`src/rtl/ep0_host_pkg.sv`:
```
// Package: bit positions of the endpoint register and token classes.
// Assumes: the register byte layout is fixed, because the issue logic decodes it.
package ep0_host_pkg;
    localparam int B_RXRDY = 0;
    localparam int B_TXRDY = 1;
    localparam int B_STALL = 2;
    localparam int B_SETUP = 3;
    localparam int B_ERR   = 4;
    localparam int B_REQIN = 5;
    localparam int B_STAT  = 6;
    localparam int B_NAKTO = 7;

    typedef enum logic [1:0] {
        TK_OUT   = 2'd0,
        TK_SETUP = 2'd1,
        TK_IN    = 2'd2
    } ep0_tok_e;
endpackage

```
`src/rtl/ep0_csr_reg.sv`:
```
// Module: endpoint register byte and data-toggle bit.
// Merges software writes with hardware outcome strobes; the hardware
// outcomes are applied after the write in the same cycle.
// Assumes: outcome strobes are already gated to an outstanding transaction.
module ep0_csr_reg
    import ep0_host_pkg::*;
(
    input  logic       clk,
    input  logic       rst_n,
    input  logic       we,
    input  logic [7:0] wdata,
    input  logic       hw_ack,
    input  logic       hw_rx,
    input  logic       stall_set,
    input  logic       err_set,
    input  logic       nakto_set,
    output logic [7:0] csr,
    output logic       toggle
);
    logic [7:0] csr_nxt;
    logic       tog_nxt;
    logic       arm;

    assign arm = wdata[B_TXRDY] | wdata[B_REQIN];

    // Next register byte: software write first, then hardware outcomes.
    always_comb begin
        csr_nxt = csr;
        if (we) begin
            csr_nxt[B_NAKTO] = csr[B_NAKTO] & wdata[B_NAKTO];
            csr_nxt[B_ERR]   = csr[B_ERR]   & wdata[B_ERR];
            csr_nxt[B_STALL] = csr[B_STALL] & wdata[B_STALL];
            csr_nxt[B_RXRDY] = csr[B_RXRDY] & wdata[B_RXRDY];
            csr_nxt[B_TXRDY] = wdata[B_TXRDY];
            csr_nxt[B_REQIN] = wdata[B_REQIN];
            csr_nxt[B_SETUP] = wdata[B_TXRDY] ? wdata[B_SETUP] : csr[B_SETUP];
            csr_nxt[B_STAT]  = arm ? wdata[B_STAT] : csr[B_STAT];
        end
        if (hw_ack) begin
            csr_nxt[B_TXRDY] = 1'b0;
            csr_nxt[B_SETUP] = 1'b0;
            csr_nxt[B_STAT]  = 1'b0;
        end
        if (hw_rx) begin
            csr_nxt[B_RXRDY] = 1'b1;
            csr_nxt[B_REQIN] = 1'b0;
            csr_nxt[B_STAT]  = 1'b0;
        end
        if (stall_set) csr_nxt[B_STALL] = 1'b1;
        if (err_set)   csr_nxt[B_ERR]   = 1'b1;
        if (nakto_set) csr_nxt[B_NAKTO] = 1'b1;
    end

    // Next toggle: forced by setup or status arming, inverted on success.
    always_comb begin
        tog_nxt = toggle;
        if (we) begin
            if (wdata[B_SETUP] && wdata[B_TXRDY]) tog_nxt = 1'b0;
            else if (wdata[B_STAT] && arm)        tog_nxt = 1'b1;
        end
        if (hw_ack || hw_rx) tog_nxt = ~tog_nxt;
    end

    // State registers.
    always_ff @(posedge clk) begin
        if (!rst_n) begin
            csr    <= '0;
            toggle <= 1'b0;
        end else begin
            csr    <= csr_nxt;
            toggle <= tog_nxt;
        end
    end
endmodule

```
`src/rtl/ep0_retry_nak.sv`:
```
// Module: consecutive no-response counter and frame-based NAK timer.
// Assumes: strobes are gated to an outstanding transaction; sof_tick is one
// cycle per frame; a limit of 0 disables the timer.
module ep0_retry_nak #(
    parameter int RETRY_MAX = 3,
    parameter int LIMIT_W   = 5
) (
    input  logic               clk,
    input  logic               rst_n,
    input  logic               restart,
    input  logic               hw_ack,
    input  logic               hw_rx,
    input  logic               hw_nak,
    input  logic               hw_noresp,
    input  logic               hw_stall,
    input  logic               sof_tick,
    input  logic [LIMIT_W-1:0] nak_limit,
    output logic               err_set,
    output logic               nakto_set
);
    localparam int RW = $clog2(RETRY_MAX + 1);

    logic [RW-1:0]      retry_q;
    logic [LIMIT_W-1:0] frames_q;
    logic               nak_run;
    logic               lim_on;

    assign lim_on    = (nak_limit != '0);
    assign err_set   = hw_noresp && (retry_q == RW'(RETRY_MAX - 1));
    assign nakto_set = nak_run && sof_tick && lim_on &&
                       (frames_q == nak_limit - LIMIT_W'(1));

    // Retry count: reset by any handshake or a new request.
    always_ff @(posedge clk) begin
        if (!rst_n) begin
            retry_q <= '0;
        end else if (restart || hw_ack || hw_rx || hw_nak || hw_stall || err_set) begin
            retry_q <= '0;
        end else if (hw_noresp) begin
            retry_q <= retry_q + RW'(1);
        end
    end

    // NAK timer: armed by a NAK, counts frames until completion or timeout.
    always_ff @(posedge clk) begin
        if (!rst_n) begin
            nak_run  <= 1'b0;
            frames_q <= '0;
        end else if (restart || hw_ack || hw_rx || hw_stall || nakto_set) begin
            nak_run  <= 1'b0;
            frames_q <= '0;
        end else begin
            if (hw_nak) nak_run <= 1'b1;
            if (nak_run && sof_tick && lim_on) frames_q <= frames_q + LIMIT_W'(1);
        end
    end
endmodule

```
`src/rtl/ep0_issue.sv`:
```
// Module: offers one transaction at a time and tracks the outstanding one.
// Assumes: the engine answers each offer with exactly one outcome strobe.
module ep0_issue
    import ep0_host_pkg::*;
(
    input  logic       clk,
    input  logic       rst_n,
    input  logic       txrdy,
    input  logic       reqin,
    input  logic       setup,
    input  logic       stat,
    input  logic       blocked,
    input  logic       done,
    input  logic       abort,
    output logic       inflight,
    output logic       start,
    output logic [1:0] kind,
    output logic       status
);
    ep0_tok_e tok;

    assign start  = !inflight && (txrdy || reqin) && !blocked;
    assign status = stat;
    assign kind   = tok;

    // Token class: a pending transmit outranks a pending IN request.
    always_comb begin
        if (txrdy) tok = setup ? TK_SETUP : TK_OUT;
        else       tok = TK_IN;
    end

    // Outstanding-transaction flag.
    always_ff @(posedge clk) begin
        if (!rst_n)              inflight <= 1'b0;
        else if (start)          inflight <= 1'b1;
        else if (done || abort)  inflight <= 1'b0;
    end
endmodule

```
`src/rtl/usb_ep0_host_ctl.sv`:
```
// Module: control and status logic of the host's default control endpoint.
// Gates engine outcomes to the outstanding transaction, and wires together
// the register, the retry/NAK timers and the offer logic.
// Assumes: synchronous active-low reset; outcome strobes last one cycle.
module usb_ep0_host_ctl
    import ep0_host_pkg::*;
#(
    parameter int RETRY_MAX = 3,
    parameter int LIMIT_W   = 5
) (
    input  logic               clk,
    input  logic               rst_n,
    input  logic               csr_we,
    input  logic [7:0]         csr_wdata,
    output logic [7:0]         csr_rdata,
    input  logic [LIMIT_W-1:0] nak_limit,
    input  logic               sof_tick,
    input  logic               ev_ack,
    input  logic               ev_rx,
    input  logic               ev_nak,
    input  logic               ev_noresp,
    input  logic               ev_stall,
    output logic               txn_start,
    output logic [1:0]         txn_kind,
    output logic               txn_status,
    output logic               txn_toggle,
    output logic               ep0_irq
);
    logic [7:0] csr;
    logic       inflight;
    logic       g_ack, g_rx, g_nak, g_noresp, g_stall;
    logic       err_set, nakto_set, restart, blocked;

    assign g_ack    = ev_ack    & inflight;
    assign g_rx     = ev_rx     & inflight;
    assign g_nak    = ev_nak    & inflight;
    assign g_noresp = ev_noresp & inflight;
    assign g_stall  = ev_stall  & inflight;
    assign restart  = csr_we & (csr_wdata[B_TXRDY] | csr_wdata[B_REQIN]);
    assign blocked  = csr[B_NAKTO] | csr[B_ERR] | csr[B_STALL];
    assign csr_rdata = csr;

    ep0_csr_reg u_csr (
        .clk(clk), .rst_n(rst_n), .we(csr_we), .wdata(csr_wdata),
        .hw_ack(g_ack), .hw_rx(g_rx), .stall_set(g_stall),
        .err_set(err_set), .nakto_set(nakto_set),
        .csr(csr), .toggle(txn_toggle)
    );

    ep0_retry_nak #(.RETRY_MAX(RETRY_MAX), .LIMIT_W(LIMIT_W)) u_tmr (
        .clk(clk), .rst_n(rst_n), .restart(restart),
        .hw_ack(g_ack), .hw_rx(g_rx), .hw_nak(g_nak),
        .hw_noresp(g_noresp), .hw_stall(g_stall),
        .sof_tick(sof_tick), .nak_limit(nak_limit),
        .err_set(err_set), .nakto_set(nakto_set)
    );

    ep0_issue u_iss (
        .clk(clk), .rst_n(rst_n),
        .txrdy(csr[B_TXRDY]), .reqin(csr[B_REQIN]),
        .setup(csr[B_SETUP]), .stat(csr[B_STAT]),
        .blocked(blocked),
        .done(g_ack | g_rx | g_nak | g_noresp | g_stall),
        .abort(nakto_set),
        .inflight(inflight), .start(txn_start),
        .kind(txn_kind), .status(txn_status)
    );

    // Interrupt pulse on outcomes that need software attention.
    always_ff @(posedge clk) begin
        if (!rst_n) ep0_irq <= 1'b0;
        else        ep0_irq <= g_ack | g_rx | g_stall | err_set | nakto_set;
    end
endmodule

```
`config.mk`:
```
export PLATFORM = sky130hd
export DESIGN_NAME = usb_ep0_host_ctl
export DESIGN_NICKNAME = d
export VERILOG_FILES = /design/src/rtl/ep0_host_pkg.sv /design/src/rtl/ep0_csr_reg.sv /design/src/rtl/ep0_retry_nak.sv /design/src/rtl/ep0_issue.sv /design/src/rtl/usb_ep0_host_ctl.sv
export SDC_FILE = /design/constraint.sdc
export NUM_CORES = 1
export LEC_CHECK = 0
export ABC_AREA = 1
export CELL_PAD_IN_SITES_DETAIL_PLACEMENT = 0
export CELL_PAD_IN_SITES_GLOBAL_PLACEMENT = 2
export CORE_AREA = 8 8 66 62
export CTS_BUF_LIST = sky130_fd_sc_hd__clkbuf_2 sky130_fd_sc_hd__clkbuf_4 sky130_fd_sc_hd__clkbuf_8
export CTS_CLUSTER_SIZE = 10
export DETAILED_ROUTE_END_ITERATION = 16
export DIE_AREA = 0 0 74 70
export DONT_BUFFER_PORTS = 1
export MAX_ROUTING_LAYER = met4
export PLACE_DENSITY = 0.91
export RECOVER_POWER = 25
export SLEW_MARGIN = 20
export SYNTH_ARGS = -nofsm -noshare
export SYNTH_HDL_FRONTEND = slang
export SYNTH_SLANG_ARGS = --single-unit
```
`constraint.sdc`:
```
create_clock -name clk -period 3.2 [get_ports clk]
set_clock_uncertainty 0.05 [all_clocks]
set_input_delay 0.96 -clock clk [delete_from_list [all_inputs] [get_ports clk]]
set_output_delay 0.96 -clock clk [all_outputs]
set_load 0.01 [all_outputs]
```
==> results of run 1 <==
==> layer usage <==
metal  track usage  vias up  wire length (um)
met1         0.103      409               920
li1              -      473                 -
met2         0.141       26              1060
met4        0.0133        0                12
met3        0.0485        2               273
met5             -        -                 0
==> registers in the layout, summed over array words and instances, names as in the netlist <==
register / cells
u_csr.toggle: 1
u_iss.inflight: 1
ep0_irq: 1
u_csr.csr: 8
u_tmr.frames_q: 5
u_tmr.retry_q: 2
u_tmr.nak_run: 1
==> power groups by stage <==
stage          clock [mW]  combinational [mW]  sequential (mW)
3_3_place_gp            0              0.0466            0.262
2_1_floorplan           0              0.0480            0.256
6_report            0.128              0.0464            0.256
5_1_grt             0.145              0.0538            0.258
3_5_place_dp            0              0.0471            0.262
4_1_cts             0.133              0.0472            0.256
==> kinds of logic (layout without fill, tap and decap cells) <==
kind of cell,after synthesis,after routing,synth area share
flip-flops,19,19,0.361
AND/OR/NAND/NOR,69,69,0.303
AO/OA/AOI/OAI,25,25,0.131
buffers and inverters,26,25,0.111
XOR/XNOR,7,7,0.0583
adder cells (fa/ha/maj),3,3,0.0357
==> metrics by stage <==
stage	utilization	instances	hold WS, ns	worst slack, ns
CTS	0.369	190	0.423	0.866
global placement	0.359	186	0.401	1.09
global route	0.369	190	0.443	0.777
detailed placement	0.359	186	0.407	1.05
finish	0.369	190	0.421	0.890
floorplan	-	149	0.392	1.18
==> layout make-up <==
cell class | count | area, um^2 | area share
Clock buffer | 4 | 30.0 | 0.0274
Tap cell | 42 | 52.6 | 0.0479
Inverter | 21 | 78.8 | 0.0718
Sequential cell | 19 | 380 | 0.347
Multi-Input combinational cell | 104 | 556 | 0.506
==> worst min-delay path: stages (launching register included) <==
cell	delay [ns]
dfxtp_1	0.32
nand2_1	0.06
a21oi_1	0.05
==> how the worst max path moves through the flow <==
| stage | end | slack, ns | depth (start not counted) |
|---|---|---|---|
| 2_1_floorplan | u_tmr.frames_q[0] | 1.18 | 8 |
| 3_3_place_gp | u_tmr.frames_q[4] | 1.09 | 11 |
| 3_5_place_dp | u_tmr.frames_q[1] | 1.05 | 11 |
| 4_1_cts | txn_start | 0.87 | 3 |
| 5_1_grt | txn_start | 0.78 | 2 |
| 6_report | txn_start | 0.89 | 3 |
==> synthesized netlist by cell type (all sizes together), types with 2 or more instances <==
master | count | area (um^2)
nor2 | 12 | 50.1
buf | 5 | 37.5
ha | 3 | 37.5
inv | 21 | 78.8
nor4 | 2 | 18.8
nand3 | 14 | 85.1
o21ai | 8 | 43.8
a21oi | 13 | 65.1
a211oi | 2 | 15.0
nand2 | 39 | 149
dfxtp | 19 | 380
xor2 | 6 | 52.6
==> flow_summary.json, run 1 <==
{
  "grtUsageTotal": 0.0913,
  "crit_slowest_cell": "dfxtp_1",
  "fin_setup_tns_ns": 0,
  "worstHoldStart": "u_tmr.retry_q[1]",
  "synthFlopType": "dfxtp_1",
  "avgSynthCellArea_um2": 7.06,
  "postCtsSetupRepairBufs": 0,
  "reg2regPathDepth": 6,
  "synth_warnings": 0,
  "wl_per_cell_um": 11.9,
  "io_buffers": 0,
  "power_frac_seq": 0.595,
  "dr.pass1.iters": 4,
  "drtIter0Drc": 37,
  "grt_pass1_vias": 800,
  "final_cell_area_um2": 1100,
  "grt_first_pass_wirelength_um": 3690,
  "core_area_um2": 2970,
  "cp-startpoint": "u_iss.inflight",
  "cts-hold-fix-buffers": 0,
  "required_ns": 2.19,
  "dp_hpwl_um": 1940,
  "rsz0062_at_grt": "no",
  "p_clk_frac": 0.297,
  "async_flop_share": 0,
  "n_antenna_cell": 0,
  "cts_resized": 0,
  "leakage_nw": 0.466,
  "regToRegSetupSlack_ns": 1.91,
  "htree_levels": 1,
  "num_vias": 910,
  "die_area_um2": 5180,
  "place_congestion": 0.808,
  "worst_pin_slew_ns": 0.425,
  "ioPinCount": 36,
  "wirelength_um": 2270,
  "antenna_found_initial": 0,
  "dpl_cell_area_um2": 1070,
  "avgViaCountPerCell": 4.79,
  "critPathCaptureType": "primary output",
  "cp_top_family": "flip-flops",
  "p_total_uw": 430,
  "n_fill_cell": 318,
  "hold_end": "u_tmr.retry_q[1]",
  "ys_ff_latch": 19,
  "path_class": "register to primary output",
  "yosysUniqueCellTypes": 22,
  "irDropWorstVdd_mv": 0.246,
  "p_comb_frac": 0.108,
  "netlist_area_um2": 1050,
  "cts_tree": "done",
  "hold_path_class": "register to register",
  "clock_latency_ns": 0.30,
  "finalSetupViolations": 0,
  "rows": 19,
  "drive_gt1_frac": 0.0946,
  "critPathMaxStageDelay_ns": 0.43,
  "fp.dieH_um": 70,
  "finalCritPeriodShare": 0.722,
  "p_switching_uw": 112,
  "min_period_ns": 2.31,
  "outcome": "completed",
  "cts.sinks": 19,
  "drc": 0,
  "hold_viol": 0,
  "p_per_area_nw_per_um2": 392,
  "cp-start-kind": "register",
  "fmax_mhz": 433,
  "syn2layout_area_growth_pct": 4.28,
  "min_delay_path_depth": 2,
  "crit_arrival_ns": 1.30,
  "final_cell_mix": "nand2_1, inv_1, dfxtp_1, a21oi_1, nand3_1",
  "overflow": 0,
  "nets": 174,
  "synth_edf_count": 0,
  "postRouteAntennaNets": 0,
  "intPower_uw": 318,
  "drv_cap": 0,
  "synth_nets": 174,
  "final_common_cell": "nand2_1",
  "switching_share": 0.261,
  "cts-root-buf": "clkbuf_4",
  "die_x_um": 74,
  "yosysSeqAreaShare": 0.361,
  "cts_made_buffers": 3,
  "grt_max_degree": 11,
  "path_clk_slew_ns": 0.11,
  "slew_headroom": 0.715,
  "path_max_fanout": 10,
  "r2r-start": "u_tmr.frames_q[0]",
  "clock_path_buffers": 2,
  "drv_slew": 0,
  "crit_chain": "inv_1 > o21ai_0 > nor4_2",
  "start_util": 0.354,
  "cp_num_buf_inv": 1,
  "synthCells": 149,
  "rr_endpoint": "u_tmr.frames_q[1]"
}
Note: power is estimated with default switching activity, not from simulation.
==> run 2: changes to the inputs <==
Settings changed: CORE_AREA 8 8 66 62 to 8 8 71 67, DIE_AREA 0 0 74 70 to 0 0 79 75, PLACE_DENSITY 0.91 to 0.82.
Clock period 3.2 ns to 2.03 ns, I/O delays scaled along.
==> flow_summary.json, run 2 (synthesis results as in run 1) <==
{
  "final_common_cell": "nand2_1",
  "grt_first_pass_wirelength_um": 3910,
  "critPathCaptureType": "primary output",
  "cts.sinks": 19,
  "fin_setup_tns_ns": 0,
  "irDropWorstVdd_mv": 0.236,
  "wl_per_cell_um": 12.4,
  "slew_headroom": 0.680,
  "n_fill_cell": 416,
  "path_clk_slew_ns": 0.07,
  "largest_reg_flops": 8,
  "top_regs": "u_csr.csr (8), u_tmr.frames_q (5), u_tmr.retry_q (2)",
  "avgViaCountPerCell": 4.55,
  "cp-start-kind": "register",
  "postRouteAntennaNets": 0,
  "worst_pin_slew_ns": 0.476,
  "clock_latency_ns": 0.25,
  "crit_arrival_ns": 1.24,
  "die_x_um": 79,
  "nets": 175,
  "start_util": 0.294,
  "wirelength_um": 2430,
  "htree_levels": 1,
  "hold_viol": 0,
  "finalSetupViolations": 0,
  "rsz0062_at_grt": "no",
  "path_class": "register to primary output",
  "ioPinCount": 36,
  "min_delay_path_depth": 2,
  "cts_made_buffers": 3,
  "grt_max_degree": 13,
  "syn2layout_area_growth_pct": 7.13,
  "grt_pass1_vias": 846,
  "multi_input_area_um2": 552,
  "seq_area_um2": 387,
  "clock_path_buffers": 2,
  "drc": 0,
  "final_cell_mix": "nand2_1, inv_1, dfxtp_1, a21oi_1, nand3_1",
  "drive_gt1_frac": 0.107,
  "dr.pass1.iters": 4,
  "required_ns": 1.37,
  "cts_tree": "done",
  "cts-root-buf": "clkbuf_8",
  "io_buffers": 0,
  "min_period_ns": 1.90,
  "num_vias": 888,
  "rows": 21,
  "place_congestion": 0.756,
  "die_area_um2": 5930,
  "fp.dieH_um": 75,
  "top_register": "u_csr.csr",
  "p_per_area_nw_per_um2": 658,
  "fmax_mhz": 527,
  "final_cell_area_um2": 1130,
  "dp_hpwl_um": 2080,
  "overflow": 0,
  "dpl_cell_area_um2": 1070,
  "drtIter0Drc": 62,
  "finalCritPeriodShare": 0.936,
  "hold_path_class": "input pin to register",
  "drv_cap": 0,
  "core_area_um2": 3570,
  "outcome": "completed",
  "n_antenna_cell": 0,
  "grtUsageTotal": 0.0838,
  "reg2regPathDepth": 6,
  "leakage_nw": 0.471,
  "antenna_found_initial": 0,
  "drv_slew": 0,
  "path_max_fanout": 5
}
[run 2: worst max-delay path, cell delays in order, from the launching register on]
cell	delay (ns)
dfxtp_2	0.40
o21ai_1	0.10
nor4_2	0.49
[run 2: what timing repair did]
item / 4_1_cts / 5_1_grt
setup buffers: 0 / 1
endpoints found under the setup margin: 0 / 1
hold buffers: 0 / 0
resized for setup: 0 / 5
[run 2: area by class of cell]
type,count,area share
multi-input cells,104,0.489
flip-flops and latches,19,0.343
inverters,21,0.0699
well taps,46,0.0511
clock buffers,3,0.0366
clock inverters,1,0.00666
repair buffers,1,0.00333
[run 2: metal layers]
layer / up-vias / part of all wire / track usage
li1: 480 / - / -
met1: 390 / 0.44 / 0.0922
met2: 16 / 0.48 / 0.138
met3: 2 / 0.078 / 0.0370
met4: 0 / 0.0078 / 0.0185
met5: - / 0 / -
[run 2: path summary, 6_finish.rpt]
kind | start | end | slack [ns]
min | rst_n | u_iss.inflight | 0.42
max | u_csr.csr[1] | txn_start | 0.13
min reg2reg | u_tmr.retry_q[1] | u_tmr.retry_q[1] | 0.42
max reg2reg | u_iss.inflight | u_tmr.retry_q[1] | 0.62
[run 2: through the flow]
step	hold WS, ns	setup slack, ns	util	std cells	total power, mW
floorplan	0.392	0.363	-	149	0.478
global placement	0.399	0.261	0.300	190	0.486
detailed placement	0.411	0.210	0.300	190	0.487
CTS	0.412	0.0933	0.314	194	0.749
global route	0.426	0.0239	0.315	195	0.786
finish	0.418	0.131	0.315	195	0.742
[run 2: report_power, final]
group | switching (mW) | internal (mW)
clock network | 0.124 | 0.138
registers | 0.0154 | 0.385
logic | 0.0506 | 0.0280
total | 0.190 | 0.551
